## src/rtl/pcb_pkg.sv

```systemverilog
package pcb_pkg;
  typedef enum logic [2:0] {
    CLS_SEQ  = 3'd0,
    CLS_JMP  = 3'd1,
    CLS_CALL = 3'd2,
    CLS_RET  = 3'd3,
    CLS_RST  = 3'd4,
    CLS_PCHL = 3'd5,
    CLS_EI   = 3'd6,
    CLS_DI   = 3'd7
  } pcb_cls_e;

  localparam int FLAG_CY = 0;
  localparam int FLAG_P  = 1;
  localparam int FLAG_Z  = 2;
  localparam int FLAG_S  = 3;
  localparam int FLAG_W  = 4;
  localparam int SPADJ_W = 4;
  localparam logic [SPADJ_W-1:0] SP_DOWN2 = 4'hE;
  localparam logic [SPADJ_W-1:0] SP_UP2   = 4'h2;
endpackage

```

## src/rtl/pcb_cond_eval.sv

```systemverilog
module pcb_cond_eval
  import pcb_pkg::*;
(
  input  logic [2:0]        cond_i,
  input  logic [FLAG_W-1:0] flags_i,
  output logic              met_o
);
  logic sel_flag;

  always_comb begin
    unique case (cond_i[2:1])
      2'b00:   sel_flag = flags_i[FLAG_Z];
      2'b01:   sel_flag = flags_i[FLAG_CY];
      2'b10:   sel_flag = flags_i[FLAG_P];
      default: sel_flag = flags_i[FLAG_S];
    endcase
  end

  // low bit of the field is the flag value required
  assign met_o = (sel_flag == cond_i[0]);
endmodule

```

## src/rtl/pcb_next_pc.sv

```systemverilog
module pcb_next_pc
  import pcb_pkg::*;
#(
  parameter int AW        = 16,
  parameter int VEC_SHIFT = 3
) (
  input  logic               step_i,
  input  logic [2:0]         cls_i,
  input  logic               cond_en_i,
  input  logic               cond_met_i,
  input  logic [1:0]         len_i,
  input  logic [7:0]         byte2_i,
  input  logic [7:0]         byte3_i,
  input  logic [2:0]         rst_num_i,
  input  logic [AW-1:0]      hl_i,
  input  logic [AW-1:0]      pop_data_i,
  input  logic [AW-1:0]      pc_i,
  output logic [AW-1:0]      pc_next_o,
  output logic               taken_o,
  output logic               push_req_o,
  output logic [AW-1:0]      push_data_o,
  output logic               pop_req_o,
  output logic [SPADJ_W-1:0] sp_adj_o
);
  pcb_cls_e cls;
  logic [AW-1:0] seq_pc, imm_pc, vec_pc;
  logic          xfer;

  assign cls    = pcb_cls_e'(cls_i);
  assign seq_pc = pc_i + AW'(len_i);
  assign imm_pc = AW'({byte3_i, byte2_i});
  assign vec_pc = AW'(rst_num_i) << VEC_SHIFT;

  always_comb begin
    unique case (cls)
      CLS_JMP, CLS_CALL, CLS_RET: xfer = cond_en_i ? cond_met_i : 1'b1;
      CLS_RST, CLS_PCHL:          xfer = 1'b1;
      default:                    xfer = 1'b0;
    endcase
  end

  assign taken_o     = step_i & xfer;
  assign push_req_o  = taken_o & ((cls == CLS_CALL) | (cls == CLS_RST));
  assign pop_req_o   = taken_o & (cls == CLS_RET);
  assign push_data_o = seq_pc;

  always_comb begin
    if (push_req_o)     sp_adj_o = SP_DOWN2;
    else if (pop_req_o) sp_adj_o = SP_UP2;
    else                sp_adj_o = '0;
  end

  always_comb begin
    pc_next_o = pc_i;
    if (step_i) begin
      pc_next_o = seq_pc;
      if (xfer) begin
        unique case (cls)
          CLS_JMP, CLS_CALL: pc_next_o = imm_pc;
          CLS_RET:           pc_next_o = pop_data_i;
          CLS_RST:           pc_next_o = vec_pc;
          CLS_PCHL:          pc_next_o = hl_i;
          default:           pc_next_o = seq_pc;
        endcase
      end
    end
  end
endmodule

```

## src/rtl/pcb_int_ctrl.sv

```systemverilog
module pcb_int_ctrl
  import pcb_pkg::*;
(
  input  logic       clk_i,
  input  logic       rst_ni,
  input  logic       step_i,
  input  logic [2:0] cls_i,
  output logic       accept_o
);
  logic ie_q, hold_q, is_ei, is_di;

  assign is_ei = (cls_i == CLS_EI);
  assign is_di = (cls_i == CLS_DI);

  // hold_q masks acceptance until the instruction after EI completes
  always_ff @(posedge clk_i or negedge rst_ni) begin
    if (!rst_ni) begin
      ie_q   <= 1'b0;
      hold_q <= 1'b0;
    end else if (step_i) begin
      if (is_di) begin
        ie_q   <= 1'b0;
        hold_q <= 1'b0;
      end else if (is_ei) begin
        ie_q   <= 1'b1;
        hold_q <= 1'b1;
      end else begin
        hold_q <= 1'b0;
      end
    end
  end

  assign accept_o = ie_q & ~hold_q & ~(step_i & (is_ei | is_di));
endmodule

```

## src/rtl/pc_branch_unit.sv

```systemverilog
module pc_branch_unit
  import pcb_pkg::*;
#(
  parameter int AW        = 16,
  parameter int VEC_SHIFT = 3
) (
  input  logic               clk_i,
  input  logic               rst_ni,
  input  logic               step_i,
  input  logic [2:0]         cls_i,
  input  logic               cond_en_i,
  input  logic [2:0]         cond_i,
  input  logic [3:0]         flags_i,
  input  logic [1:0]         len_i,
  input  logic [7:0]         byte2_i,
  input  logic [7:0]         byte3_i,
  input  logic [2:0]         rst_num_i,
  input  logic [AW-1:0]      hl_i,
  input  logic [AW-1:0]      pop_data_i,
  output logic [AW-1:0]      pc_o,
  output logic               taken_o,
  output logic               push_req_o,
  output logic [AW-1:0]      push_data_o,
  output logic               pop_req_o,
  output logic [3:0]         sp_adj_o,
  output logic               int_accept_o
);
  logic [AW-1:0] pc_q, pc_d;
  logic          cond_met;

  pcb_cond_eval u_cond (
    .cond_i  (cond_i),
    .flags_i (flags_i),
    .met_o   (cond_met)
  );

  pcb_next_pc #(.AW(AW), .VEC_SHIFT(VEC_SHIFT)) u_next (
    .step_i      (step_i),
    .cls_i       (cls_i),
    .cond_en_i   (cond_en_i),
    .cond_met_i  (cond_met),
    .len_i       (len_i),
    .byte2_i     (byte2_i),
    .byte3_i     (byte3_i),
    .rst_num_i   (rst_num_i),
    .hl_i        (hl_i),
    .pop_data_i  (pop_data_i),
    .pc_i        (pc_q),
    .pc_next_o   (pc_d),
    .taken_o     (taken_o),
    .push_req_o  (push_req_o),
    .push_data_o (push_data_o),
    .pop_req_o   (pop_req_o),
    .sp_adj_o    (sp_adj_o)
  );

  pcb_int_ctrl u_int (
    .clk_i    (clk_i),
    .rst_ni   (rst_ni),
    .step_i   (step_i),
    .cls_i    (cls_i),
    .accept_o (int_accept_o)
  );

  always_ff @(posedge clk_i or negedge rst_ni) begin
    if (!rst_ni) pc_q <= '0;
    else         pc_q <= pc_d;
  end

  assign pc_o = pc_q;
endmodule

```

## config.mk

```make
export PLATFORM = sky130hd
export DESIGN_NAME = pc_branch_unit
export DESIGN_NICKNAME = d
export VERILOG_FILES = /design/src/rtl/pcb_pkg.sv /design/src/rtl/pcb_cond_eval.sv /design/src/rtl/pcb_next_pc.sv /design/src/rtl/pcb_int_ctrl.sv /design/src/rtl/pc_branch_unit.sv
export SDC_FILE = /design/constraint.sdc
export NUM_CORES = 1
export LEC_CHECK = 0
export BUFFER_PORTS_ARGS = -buffer_cell sky130_fd_sc_hd__buf_2
export CELL_PAD_IN_SITES_DETAIL_PLACEMENT = 0
export CELL_PAD_IN_SITES_GLOBAL_PLACEMENT = 1
export CORE_AREA = 2 2 92 76
export DETAILED_ROUTE_END_ITERATION = 7
export DIE_AREA = 0 0 94 78
export PLACE_DENSITY = 0.79
export SLEW_MARGIN = 20
export SYNTH_ARGS = -nofsm -noshare
export SYNTH_HDL_FRONTEND = slang
export SYNTH_SLANG_ARGS = --single-unit
```

## constraint.sdc

```tcl
create_clock -name clk_i -period 2.8 [get_ports clk_i]
set_input_delay 0.28 -clock clk_i [delete_from_list [all_inputs] [get_ports clk_i]]
set_output_delay 0.28 -clock clk_i [all_outputs]
set_load 0.02 [all_outputs]
```

# --- After elaboration in Yosys (flattened, before gate mapping) ---
# Index checks and enable logic that the tools add are counted.
word_totals:
  register_bits: 18
  out_inout_bits: 40
op_classes:
  n_addsub: 1
  n_eq_ne: 10
  muxes: 11
  bitwise: 10
  reduce_logical: 6
ops:
  columns: ["operator", "n"]
  rows:
  - ["16-bit case mux with 4 select lines", 1]
  - ["16-bit by 2-bit adder with 16-bit output", 1]
  - ["16-bit two-way mux", 1]
  - ["3-bit equality test (second input constant)", 4]
  - ["1-bit AND", 6]
  - ["3-bit by 2-bit equality test with 1-bit output (second input constant)", 2]
  - ["1-bit two-way mux", 5]
  - ["4-bit two-way mux", 1]
  - ["2-bit OR reduction", 2]
  - ["3-bit by 1-bit equality test with 1-bit output (second input constant)", 1]
  - ["1-bit case mux with 3 select lines", 1]
  - ["3-bit OR reduction", 1]
  - ["2-bit by 1-bit equality test with 1-bit output (second input constant)", 1]
  - ["2-bit equality test (second input constant)", 1]
  - ["2-bit zero test", 1]
  - ["2-bit two-way mux", 1]
  - ["1-bit NOT", 2]
  - ["1-bit bitwise OR", 2]
  - ["1-bit case mux with 2 select lines", 1]
  - ["2-bit AND reduction", 1]
  - ["2-bit nonzero test", 1]
  - ["1-bit equality test", 1]

# --- Logic depth before layout (Yosys ltp) ---
# Gate-level depths: netlist of the first run.
logic_depth:
  ltp_word: 9
  mapped_depth: 8
  ltp_nobuf: 7

# --- Modules after synthesis ---
# From an unflattened synthesis of the first run, not the netlist that was laid out.
unflattened:
  hier_cells: 242
  hier_area_um2: 1994.4
modules_own_cells:
  columns: ["module", "n_inst", "cells_each", "area_per_inst_um2"]
  rows:
  - ["pcb_next_pc", 1, 216, 1472.7]
  - ["pc_branch_unit", 1, 16, 400.4]
  - ["pcb_int_ctrl", 1, 8, 90.1]
  - ["pcb_cond_eval", 1, 2, 31.3]

# --- Worst setup path after synthesis of the first run ---
# Ideal clock, no wire load.
synth_path:
  path_type: "input to output"
  start: "input port cond_i[1]"
  end: "output port sp_adj_o[2]"
  arrival_ns: 2.362
  required_time_ns: 2.520
  slack_ns: 0.158
  cell_stages: 7
  path_buffers: 3
  path_cell_list: "mux4_2 > mux2i_4 > or2_1 > buf_6 > buf_6 > a2111oi_2 > buf_4"
synth_via:
  elab_chain_len: 8
  word_cells_on_any_way: 10
synth_lines:
  columns: ["item", "line", "rtl"]
  rows:
  - ["from (decl)", "pc_branch_unit.sv:12", "input logic [2:0] cond_i,"]
  - ["2-bit equality test (tied with other cells)", "pcb_cond_eval.sv:11", "unique case (cond_i[2:1])"]
  - ["1-bit case mux with 3 select lines (*)", "pcb_cond_eval.sv:11", null]
  - ["1-bit equality test (*)", "pcb_cond_eval.sv:20", "assign met_o = (sel_flag == cond_i[0]);"]
  - ["1-bit two-way mux (*)", "pcb_next_pc.sv:36", "CLS_JMP, CLS_CALL, CLS_RET: xfer = cond_en_i ? cond_met_i : 1'b1;"]
  - ["1-bit case mux with 2 select lines (*)", "pcb_next_pc.sv:35", "unique case (cls)"]
  - ["1-bit AND (*)", "pcb_next_pc.sv:42", "assign taken_o = step_i & xfer;"]
  - ["1-bit AND (*)", "pcb_next_pc.sv:43", "assign push_req_o = taken_o & ((cls == CLS_CALL) | (cls == CLS_RST));"]
  - ["net push_req_o", "pc_branch_unit.sv:22", "output logic push_req_o,"]
  - ["4-bit two-way mux (*)", "pcb_next_pc.sv:48", "if (push_req_o) sp_adj_o = SP_DOWN2;"]
  - ["to (decl)", "pc_branch_unit.sv:25", "output logic [3:0] sp_adj_o,"]
# Mark *: on every way through the listed nets, which the timed path passes. The rest lies on a longest branch.

# --- Worst setup path in the final report of the first run ---
layout_path:
  start: "register pc_q[0] (netlist: pc_o[0])"
  end: "output port push_data_o[8]"
layout_via:
  elab_chain_len: 1
layout_lines:
  columns: ["item", "line", "rtl"]
  rows:
  - ["from (decl)", "pc_branch_unit.sv:28", "logic [AW-1:0] pc_q, pc_d;"]
  - ["from (signal assigned)", "pc_branch_unit.sv:67", "else pc_q <= pc_d;"]
  - ["16-bit by 2-bit adder with 16-bit output", "pcb_next_pc.sv:30", "assign seq_pc = pc_i + AW'(len_i);"]
  - ["to (decl)", "pc_branch_unit.sv:23", "output logic [AW-1:0] push_data_o,"]
# No other way between the ends.

==> metrics.md, run 1 <==
| Metric | Value |
|---|---|
| Status | `complete, no violations` |
| Clk sinks | `18` |
| # Post-CTS Setup Buffers | `0` |
| IO Pins | `between 100 and 150` |
| Cell taking the most area after synthesis | `dfrtp_1` |
| Synthesized instance count | `233` |
| Netlist cell types | `between 40 and 50` |
| Post-Syn Area per Cell | `around 8.5 sq um` |
| Routed met1 length | `2910 microns` |
| FF+latch count, synth | `18` |
| CTS Hold Bufs | `1` |
| DR WL met3 | `375 microns` |
| First-pass DRT Iterations | `4` |
| Area growth from synthesis to layout | `32.9%` |
| Synth top area cells | `dfrtp_1 (23%), mux2_2 (9.1%), a22oi_1 (8.7%)` |
| Worst-path clk slew | `80 ps` |
| DP Area | `2590 sq um` |
| Overall routed net length | `6350 microns` |
| Total core area | `6340 sq um` |
| Die Ht | `78 microns` |
| IO Port Bufs | `about 110` |
| GP Congestion | `0.813` |
| Switch share | `a little under half` |
| Gr ovfl total | `0` |
| CP Data Required Time | `roughly 2500 ps` |
| Count of final hold-check violations | `0` |
| Commonest non-fill, non-tap cell in the layout | `buf_2` |
| R2R cell count | `8` |
| # diodes | `0` |
| Worst vdd ir | `0.000232 V` |
| Resized Gates After CTS | `0` |
| Sw power | `0.591 mW` |
| DRT antenna net count | `0` |
| Comb power frac | `54.8%` |
| TritonCTS clock tree | `done` |
| Clock tree buffer depth | `2` |
| Met2 Wirelength | `2980 microns` |
| Net Count, Synth | `a little over 300` |
| Commonest cells after routing, fill and taps aside | `buf_2 (105), a22oi_1 (23), dfrtp_1 (18)` |
| Highest metal layer with signal wires | `met4` |
| Area share of the largest cell type after synthesis | `22.6%` |
| Die area | `around 7300 sq um` |
| Least-Margin Pin Slew | `666 ps` |
| Leak pwr | `1.25 nW` |
| Die Wd | `94 microns` |
| Final slew viol count | `0` |
| Fin area | `2650 sq um` |
| Hold Path Class | `primary input to flip-flop` |
| Initial Util | `31.4%` |
| Critical path class | `flip-flop to primary output` |
| Skew final | `around 9 ps` |
| Worst skew pair latency | `260 ps` |
| Crit end category | `primary output` |
| Largest net degree at the start of global routing | `30` |
| Power share of the clock group | `14.9%` |
| Core Util, Final | `41.7%` |
| Ys Warns | `0` |
| Vias in the first global route | `between 2000 and 2500` |
| Power Total | `around 1.3 mW` |
| FMAX | `387 MHz` |
| DPL Wire Length | `just over 5000 microns` |
| Crit share post-route | `between 90% and 100%` |
| Max_cap viols | `0` |
| Post-Syn Area | `approximately 2000 sq um` |
| Num rows | `26` |
| Crit Path Max Fanout | `6` |
| 1st-iter DRT viols | `around 140` |
| WHS | `407 ps` |
| GR Util All Layers | `between 15 and 20%` |
| RSZ-0062 raised after global routing | `false` |
| Seq pwr share | `30.3%` |
| Setup_tns | `0 ps` |
| Cell internal pwr | `between 0.6 and 0.7 mW` |
| H-Tree Depth | `1` |
| Routed WL per cell | `15.3 microns` |
| Num CTS Buffers | `3` |
| First-pass GRT wire length | `slightly above 10000 microns` |
| Sequential-to-total area share from yosys stat | `22.6%` |
| Worst setup SP type | `flip-flop` |
| Via count | `2170` |
| # DRC | `0` |
| Tmin final | `approximately 2600 ps` |
| Initial antenna violation count | `0` |
| Final setup vio count | `0` |
| Pwr dens | `488 nW/um^2` |
| Final nets | `404` |
| Crit path arrival time | `about 2300 ps` |
| Routed vias/inst | `5.22` |
| Slew HR | `roughly 56%` |
| Share of layout cells above drive strength 1 | `43.7%` |
| Hold depth | `4` |
| Root Driver | `clkbuf_8` |
## final timing paths
check,startpoint,endpoint,slack [ps]
setup / recovery,pc_o[0],push_data_o[8],220
hold / removal,hl_i[12],pc_o[12],410
hold reg to reg,u_int.ie_q,u_int.ie_q,490
max in group asynchronous,rst_ni,pc_o[4],1990
setup reg to reg,pc_o[0],pc_o[8],620
min in group asynchronous,rst_ni,pc_o[9],490
## power groups by stage
stage | sequential, mW | clock, mW | combinational (mW)
4_1_cts | 0.390 | 0.194 | 0.713
6_report | 0.391 | 0.192 | 0.707
3_3_place_gp | 0.392 | 0 | 0.702
5_1_grt | 0.402 | 0.200 | 0.771
2_1_floorplan | 0.432 | 0 | 0.427
3_5_place_dp | 0.394 | 0 | 0.710
## cell type report
class,count,area [sq um]
Inverter,14,52.6
Tap cell,84,105
Clock buffer,3,41.3
Multi-Input combinational cell,179,1370
Sequential cell,18,450
Fill cell,676,3700
Timing Repair Buffer,118,626
## cell usage after synthesis, drive strengths merged
library cell and number:
nand3 11, xnor2 14, a311o 2, mux2i 12
or2 1, nand3b 1, mux2 17, and3 3
nor2b 4, buf 14, o2111ai 1, o211ai 2
nand2b 2, o22ai 3, and3b 1, nor3 5
mux4 1, dfrtp 18, a2bb2oi 6, o22a 1
inv 14, a22oi 23, nand2 12, or3b 1
ha 2, o221ai 1, fa 1, a2111oi 1
nor2 8, o21ai 14, clkbuf 8, conb 1
nand4 5, nor4 3, a21o 3, o2bb2ai 11
a21oi 6
## registers in the layout (all words and copies together) (netlist names)
register      flops
u_int.ie_q        1
pc_o             16
u_int.hold_q      1
## critical path: stages, from the launching register on
cell	delay [ps]
dfrtp_1	370
ha_1	210
inv_1	70
fa_1	500
nor3_1	220
buf_4	160
nand2_1	70
xnor2_1	240
buf_2	220
## metal layers
layer / vias to the layer above / global-route usage (%)
met2: 76 / 29.3
met4: 0 / 2.90
met1: 1012 / 23.7
met5: - / 0
met3: 10 / 3.20
li1: 1072 / -
## metrics by stage
stage,setup WS (ps),instances
6_report,216,416
5_1_grt,11.1,416
4_1_cts,181,416
3_5_place_dp,474,412
3_3_place_gp,493,412
2_1_floorplan,158,233
## logic make-up (layout without fill, tap and decap cells)
kind of cell	count (synthesis)	count (layout)	share of synthesized area, %
AOI/OAI and AO/OA	74	74	27.8
buffers and inverters	36	135	8.49
and+or+nand+nor	57	57	15.1
adders and majority gates	3	3	2.26
muxes	30	30	17.4
DFF	18	18	22.6
other	1	1	0.188
xor gates and xnor gates	14	14	6.16
(Power assumes the default switching activity.)
==> run 2: changes to the inputs <==
--- a/config.mk
+++ b/config.mk
@@ -5,13 +5,14 @@
 export SDC_FILE = /design/constraint.sdc
 export NUM_CORES = 1
 export LEC_CHECK = 0
+export ABC_AREA = 1
 export BUFFER_PORTS_ARGS = -buffer_cell sky130_fd_sc_hd__buf_2
 export CELL_PAD_IN_SITES_DETAIL_PLACEMENT = 0
 export CELL_PAD_IN_SITES_GLOBAL_PLACEMENT = 1
-export CORE_AREA = 2 2 92 76
+export CORE_AREA = 2 2 94 78
 export DETAILED_ROUTE_END_ITERATION = 7
-export DIE_AREA = 0 0 94 78
-export PLACE_DENSITY = 0.79
+export DIE_AREA = 0 0 96 80
+export PLACE_DENSITY = 0.77
 export SLEW_MARGIN = 20
 export SYNTH_ARGS = -nofsm -noshare
 export SYNTH_HDL_FRONTEND = slang
==> run 2 against run 1 <==
Effect of this change: critical path depth unchanged; clock skew down 5.6 ps; maximum frequency up 6.5%; count of clock-buffer cells in the layout up 1; die area up 4.7%; first-iteration DRC count down 32%.
==> metrics.md, run 2 <==
| Metric | Value |
|---|---|
| Setup_tns | `0 ps` |
| # Post-CTS Setup Buffers | `0` |
| Worst skew pair latency | `260 ps` |
| Worst-path clk slew | `80 ps` |
| Gr ovfl total | `0` |
| Crit Path Max Fanout | `6` |
| Fin area | `2460 sq um` |
| Clk sinks | `18` |
| Leak pwr | `1.41 nW` |
| Most frequent cells after synthesis | `nand2_1 (106), nand3_1 (58), inv_1 (31)` |
| Fin cells | `slightly below 500` |
| Synthesized instance count | `a little under 300` |
| # diodes | `0` |
| Crit share post-route | `between 80 and 90%` |
| Root Driver | `clkbuf_8` |
| Initial antenna violation count | `0` |
| Net Count, Synth | `368` |
| Die area | `7680 sq um` |
| Overall routed net length | `approximately 6100 microns` |
| GP Congestion | `0.813` |
| Status | `complete, no violations` |
| Die Ht | `80 microns` |
| Share of layout cells above drive strength 1 | `31.4%` |
| Slew HR | `between 60 and 70%` |
| CP Data Required Time | `2520 ps` |
| DP Cell Count | `480` |
| Pwr dens | `524 nW/um^2` |
| Crit end category | `primary output` |
| Hold Path Class | `primary input to flip-flop` |
| DPL Wire Length | `5000 microns` |
| Area share of the largest cell type after synthesis | `approximately 25%` |
| Count of final hold-check violations | `0` |
| Post-Syn Area | `1840 sq um` |
| Least-Margin Pin Slew | `550 ps` |
| Worst vdd ir | `about 0.00014 V` |
| RSZ-0062 raised after global routing | `false` |
| First-pass DRT Iterations | `4` |
| DRT antenna net count | `0` |
| Skew final | `3.34 ps` |
| FF+latch count, synth | `18` |
| Routed WL per cell | `12.5 microns` |
| First-pass GRT wire length | `9560 microns` |
| Vias in the first global route | `1924` |
| # DRC | `0` |
| Netlist cell types | `35` |
| IO Port Bufs | `105` |
| Commonest cells after routing, fill and taps aside | `nand2_1 (106), buf_2 (105), nand3_1 (58)` |
| Die Wd | `between 90 and 100 microns` |
| Largest net degree at the start of global routing | `19` |
| EDFF count, synth | `0` |
| Max reg flops | `16` |
| Most used flip-flop cell after synthesis | `dfrtp_1` |
| GR Util All Layers | `16.0%` |
| Num rows | `27` |
| TritonCTS clock tree | `done` |
| FMAX | `412 MHz` |
| Fraction of registers with async set/reset | `100%` |
| Max_cap viols | `0` |
| WHS | `298 ps` |
| Routed vias/inst | `4.52` |
| Area growth from synthesis to layout | `34.0%` |
| Tmin final | `2430 ps` |
| Critical path class | `flip-flop to primary output` |
| Cell taking the most area after synthesis | `dfrtp_1` |
| Power Total | `around 1.3 mW` |
| Initial Util | `27.3%` |
| Count leader, synth | `nand2_1` |
| Ys Warns | `0` |
| Final slew viol count | `0` |
| Commonest non-fill, non-tap cell in the layout | `nand2_1` |
| Sequential-to-total area share from yosys stat | `approximately 25%` |
| 1st-iter DRT viols | `96` |
| DP Area | `2390 sq um` |
| Num CTS Buffers | `3` |
| Crit path arrival time | `2150 ps` |
| Clock tree buffer depth | `2` |
| Worst setup SP type | `flip-flop` |
| Total core area | `6720 sq um` |
| Via count | `2192` |
| IO Pins | `107` |
| Final setup vio count | `0` |
| Synth top area cells | `dfrtp_1 (25%), nand2_1 (22%), nand3_1 (16%)` |
| Final nets | `469` |
| H-Tree Depth | `1` |
| Post-Syn Area per Cell | `6.16 sq um` |
## run 2: power by group
group / total (mW) / switching (mW) / internal, mW
clock: 0.223 / 0.0981 / 0.125
combinational: 0.676 / 0.444 / 0.232
sequential: 0.390 / 0.0752 / 0.314
## run 2: stage by stage
step / setup WS [ps] / utilization, %
floorplan: 607 / -
global placement: 713 / 35.6
detailed placement: 639 / 35.6
CTS: 343 / 36.6
global route: 200 / 36.6
finish: 373 / 36.6
## run 2: final cells by class
cell class                 count  area, sq um
fill                         780         4260
multi-input combinational    235         1170
timing repair buffer         107          543
sequential                    18          450
inverter                      34          128
tap                           87          109
clock buffer                   4         55.1
## run 2: layer usage
metal  share of wire, %  global-route usage [%]
met5                  0                       0
met4               0.56                    3.43
met3                7.0                    1.70
met2                 42                    23.3
met1                 50                    24.8
## run 2: logic make-up (layout without fill, tap and decap cells)
kind of cell	Yosys count	in the layout	synth area share, %
DFF	18	18	24.5
other	1	1	0.204
buffers and inverters	45	145	11.5
xor gates and xnor gates	10	10	4.77
adders and majority gates	3	3	2.45
AOI/OAI and AO/OA	12	12	4.02
and+or+nand+nor	209	209	52.6
## run 2: repair_timing
| action | CTS | global route |
|---|---|---|
| hold buffers | 1 | 0 |
| hold endpoints to repair | 18 | 0 |
| gates resized for setup | 0 | 0 |
## run 2: final timing paths
path | startpoint | endpoint | slack (ps) | cells after the start
max in group asynchronous | rst_ni | pc_o[9] | 1990 | 2
setup / recovery | pc_o[0] | push_data_o[6] | 370 | 8
min in group asynchronous | rst_ni | pc_o[4] | 490 | 2
hold / removal | cls_i[0] | u_int.hold_q | 300 | 2
hold reg to reg | u_int.ie_q | u_int.ie_q | 510 | 2
setup reg to reg | pc_o[0] | pc_o[14] | 810 | 11
## run 2: worst max-delay path: stages (launching register included)
cell and delay (ps):
dfrtp_1 380, ha_1 190, inv_1 60, fa_1 440
nor2_4 200, nand2_1 80, nor2_2 130, xor2_1 200
buf_2 200
==> run 3: changes to the inputs <==
--- a/config.mk
+++ b/config.mk
@@ -10,6 +10,7 @@
 export CELL_PAD_IN_SITES_DETAIL_PLACEMENT = 0
 export CELL_PAD_IN_SITES_GLOBAL_PLACEMENT = 1
 export CORE_AREA = 2 2 94 78
+export CTS_BUF_LIST = sky130_fd_sc_hd__clkbuf_16
 export DETAILED_ROUTE_END_ITERATION = 7
 export DIE_AREA = 0 0 96 80
 export PLACE_DENSITY = 0.77
==> run 3 against run 2 <==
Effect of this change: sequential cell count is the same; cell area grew 0.97%; wire length is essentially flat; via count shrank 0.73%; sequential power is essentially flat; register-to-register slack gained 20 ps; clock power grew 35%; combinational power is essentially flat; critical path depth is the same; critical path type unchanged.
==> metrics.md, run 3 (synthesis results as in run 2) <==
| Metric | Value |
|---|---|
| DRT antenna net count | `0` |
| Share of layout cells above drive strength 1 | `between 30 and 40%` |
| H-Tree Depth | `1` |
| Final nets | `469` |
| Final setup vio count | `0` |
| IO Pins | `around 110` |
| Initial Util | `about 27%` |
| Setup_tns | `0 ps` |
| Total core area | `6720 sq um` |
| Switch share | `46.1%` |
| Worst vdd ir | `0.000181 V` |
| Status | `complete, no violations` |
| Worst-path clk slew | `60 ps` |
| Skew final | `1.23 ps` |
| RSZ-0062 raised after global routing | `false` |
| Leak pwr | `1.42 nW` |
| Gr ovfl total | `0` |
| Sw power | `0.630 mW` |
| Die area | `7680 sq um` |
| Crit share post-route | `a little under nine tenths` |
| WHS | `304 ps` |
| # DRC | `0` |
| Fin area | `around 2500 sq um` |
| Hold path start | `cls_i[0]` |
| R2R cell count | `11` |
| Commonest non-fill, non-tap cell in the layout | `nand2_1` |
| Routed WL per cell | `12.5 microns` |
| Reg2reg setup slack | `between 800 and 900 ps` |
| Worst skew pair latency | `250 ps` |
| Crit end category | `primary output` |
| Clock tree buffer depth | `2` |
| RR Startpoint | `pc_o[0]` |
| Power share of the clock group | `22.1%` |
| Cell internal pwr | `0.738 mW` |
| Num CTS Buffers | `3` |
| Worst setup SP type | `flip-flop` |
| Max_cap viols | `0` |
| Initial antenna violation count | `0` |
| Hold EP | `u_int.hold_q` |
| Pwr dens | `551 nW/um^2` |
| FMAX | `approximately 410 MHz` |
| Commonest cells after routing, fill and taps aside | `nand2_1 (106), buf_2 (105), nand3_1 (58)` |
| Via count | `2176` |
| R2R Path End | `pc_o[14]` |
| Die Wd | `96 microns` |
| # diodes | `0` |
| Crit path arrival time | `2130 ps` |
| Seq pwr share | `between 20 and 30%` |
| DPL Wire Length | `5000 microns` |
| Least-Margin Pin Slew | `548 ps` |
| Vias in the first global route | `1930` |
| Root Driver | `clkbuf_16` |
| Final-layout fill cell count | `777` |
| Final slew viol count | `0` |
| Power Total | `1.37 mW` |
| First-pass DRT Iterations | `4` |
| First-pass GRT wire length | `~9600 microns` |
| TritonCTS clock tree | `done` |
| Count of final hold-check violations | `0` |
| GR Util All Layers | `16.0%` |
| Area growth from synthesis to layout | `35.3%` |
| Clk sinks | `18` |
| IO Port Bufs | `105` |
| Crit Path Max Fanout | `6` |
| DP Area | `~2400 sq um` |
| Largest net degree at the start of global routing | `19` |
| Slew HR | `63.4%` |
| Hold Path Class | `primary input to flip-flop` |
| Comb power frac | `49.4%` |
| Tmin final | `2410 ps` |
| Routed vias/inst | `4.49` |
| Hold depth | `2` |
| Die Ht | `80 microns` |
| Overall routed net length | `6070 microns` |
| Resized Gates After CTS | `0` |
| 1st-iter DRT viols | `99` |
| Max reg flops | `16` |
| Critical path class | `flip-flop to primary output` |
| CP Data Required Time | `around 2500 ps` |
| Num rows | `27` |
| GP Congestion | `0.813` |
## run 3: cell types whose count changed in the layout (fill, tap and decap cells not counted)
| cell | before | now |
|---|---|---|
| clkbuf_16 | 0 | 3 |
| clkbuf_8 | 4 | 0 |
| clkinv_1 | 0 | 1 |
## run 3: timing repair
action	CTS	global route
hold endpoints to repair	18	0
hold buffers	1	0
setup endpoints to repair	0	0
setup buffers	0	0
## run 3: per-layer routing
layer  vias up  wire length (microns)  GRT usage (%)
li1       1147                      -              -
met1       941                   3030           24.5
met2        84                   2530           23.6
met3         4                    446           1.42
met4         0                     64           4.29
met5         -                      0              0
## run 3: power by group through the flow
stage / combinational [mW] / sequential, mW / clock [mW]
2_1_floorplan: 0.386 / 0.442 / 0
3_3_place_gp: 0.679 / 0.391 / 0
3_5_place_dp: 0.684 / 0.395 / 0
4_1_cts: 0.687 / 0.390 / 0.306
5_1_grt: 0.751 / 0.400 / 0.315
6_report: 0.676 / 0.390 / 0.302
## run 3: worst max-delay path by stage
stage	slack (ps)	startpoint	cells past startpoint	endpoint
floorplan	610	pc_o[0]	9	pc_o[6]
global placement	710	len_i[0]	9	push_data_o[6]
detailed placement	640	pc_o[0]	8	push_data_o[6]
CTS	350	pc_o[0]	8	push_data_o[6]
global route	220	pc_o[0]	8	push_data_o[6]
finish	390	pc_o[0]	8	push_data_o[6]
## run 3: cell type report
type,count,area (sq um),area share (%)
inverter,34,128,5.14
tap,87,109,4.38
clock buffer,3,75.1,3.02
multi-input combinational,235,1170,47.3
clock inverter,1,3.75,0.151
timing repair buffer,107,543,21.9
sequential,18,450,18.1
## run 3: worst max-delay path, stage by stage (launching register included)
cell and delay, ps:
dfrtp_1 370, ha_1 190, inv_1 60, fa_1 440, nor2_4 200, nand2_1 80
nor2_2 130, xor2_1 200, buf_2 200
## run 3: through the flow
| stage | cells | util, % | setup slack, ps |
|---|---|---|---|
| CTS | 485 | 36.9 | 353 |
| finish | 485 | 36.9 | 387 |
| global route | 485 | 36.9 | 220 |
| detailed placement | 480 | 35.6 | 639 |
| global placement | 480 | 35.6 | 713 |
| floorplan | 298 | - | 607 |
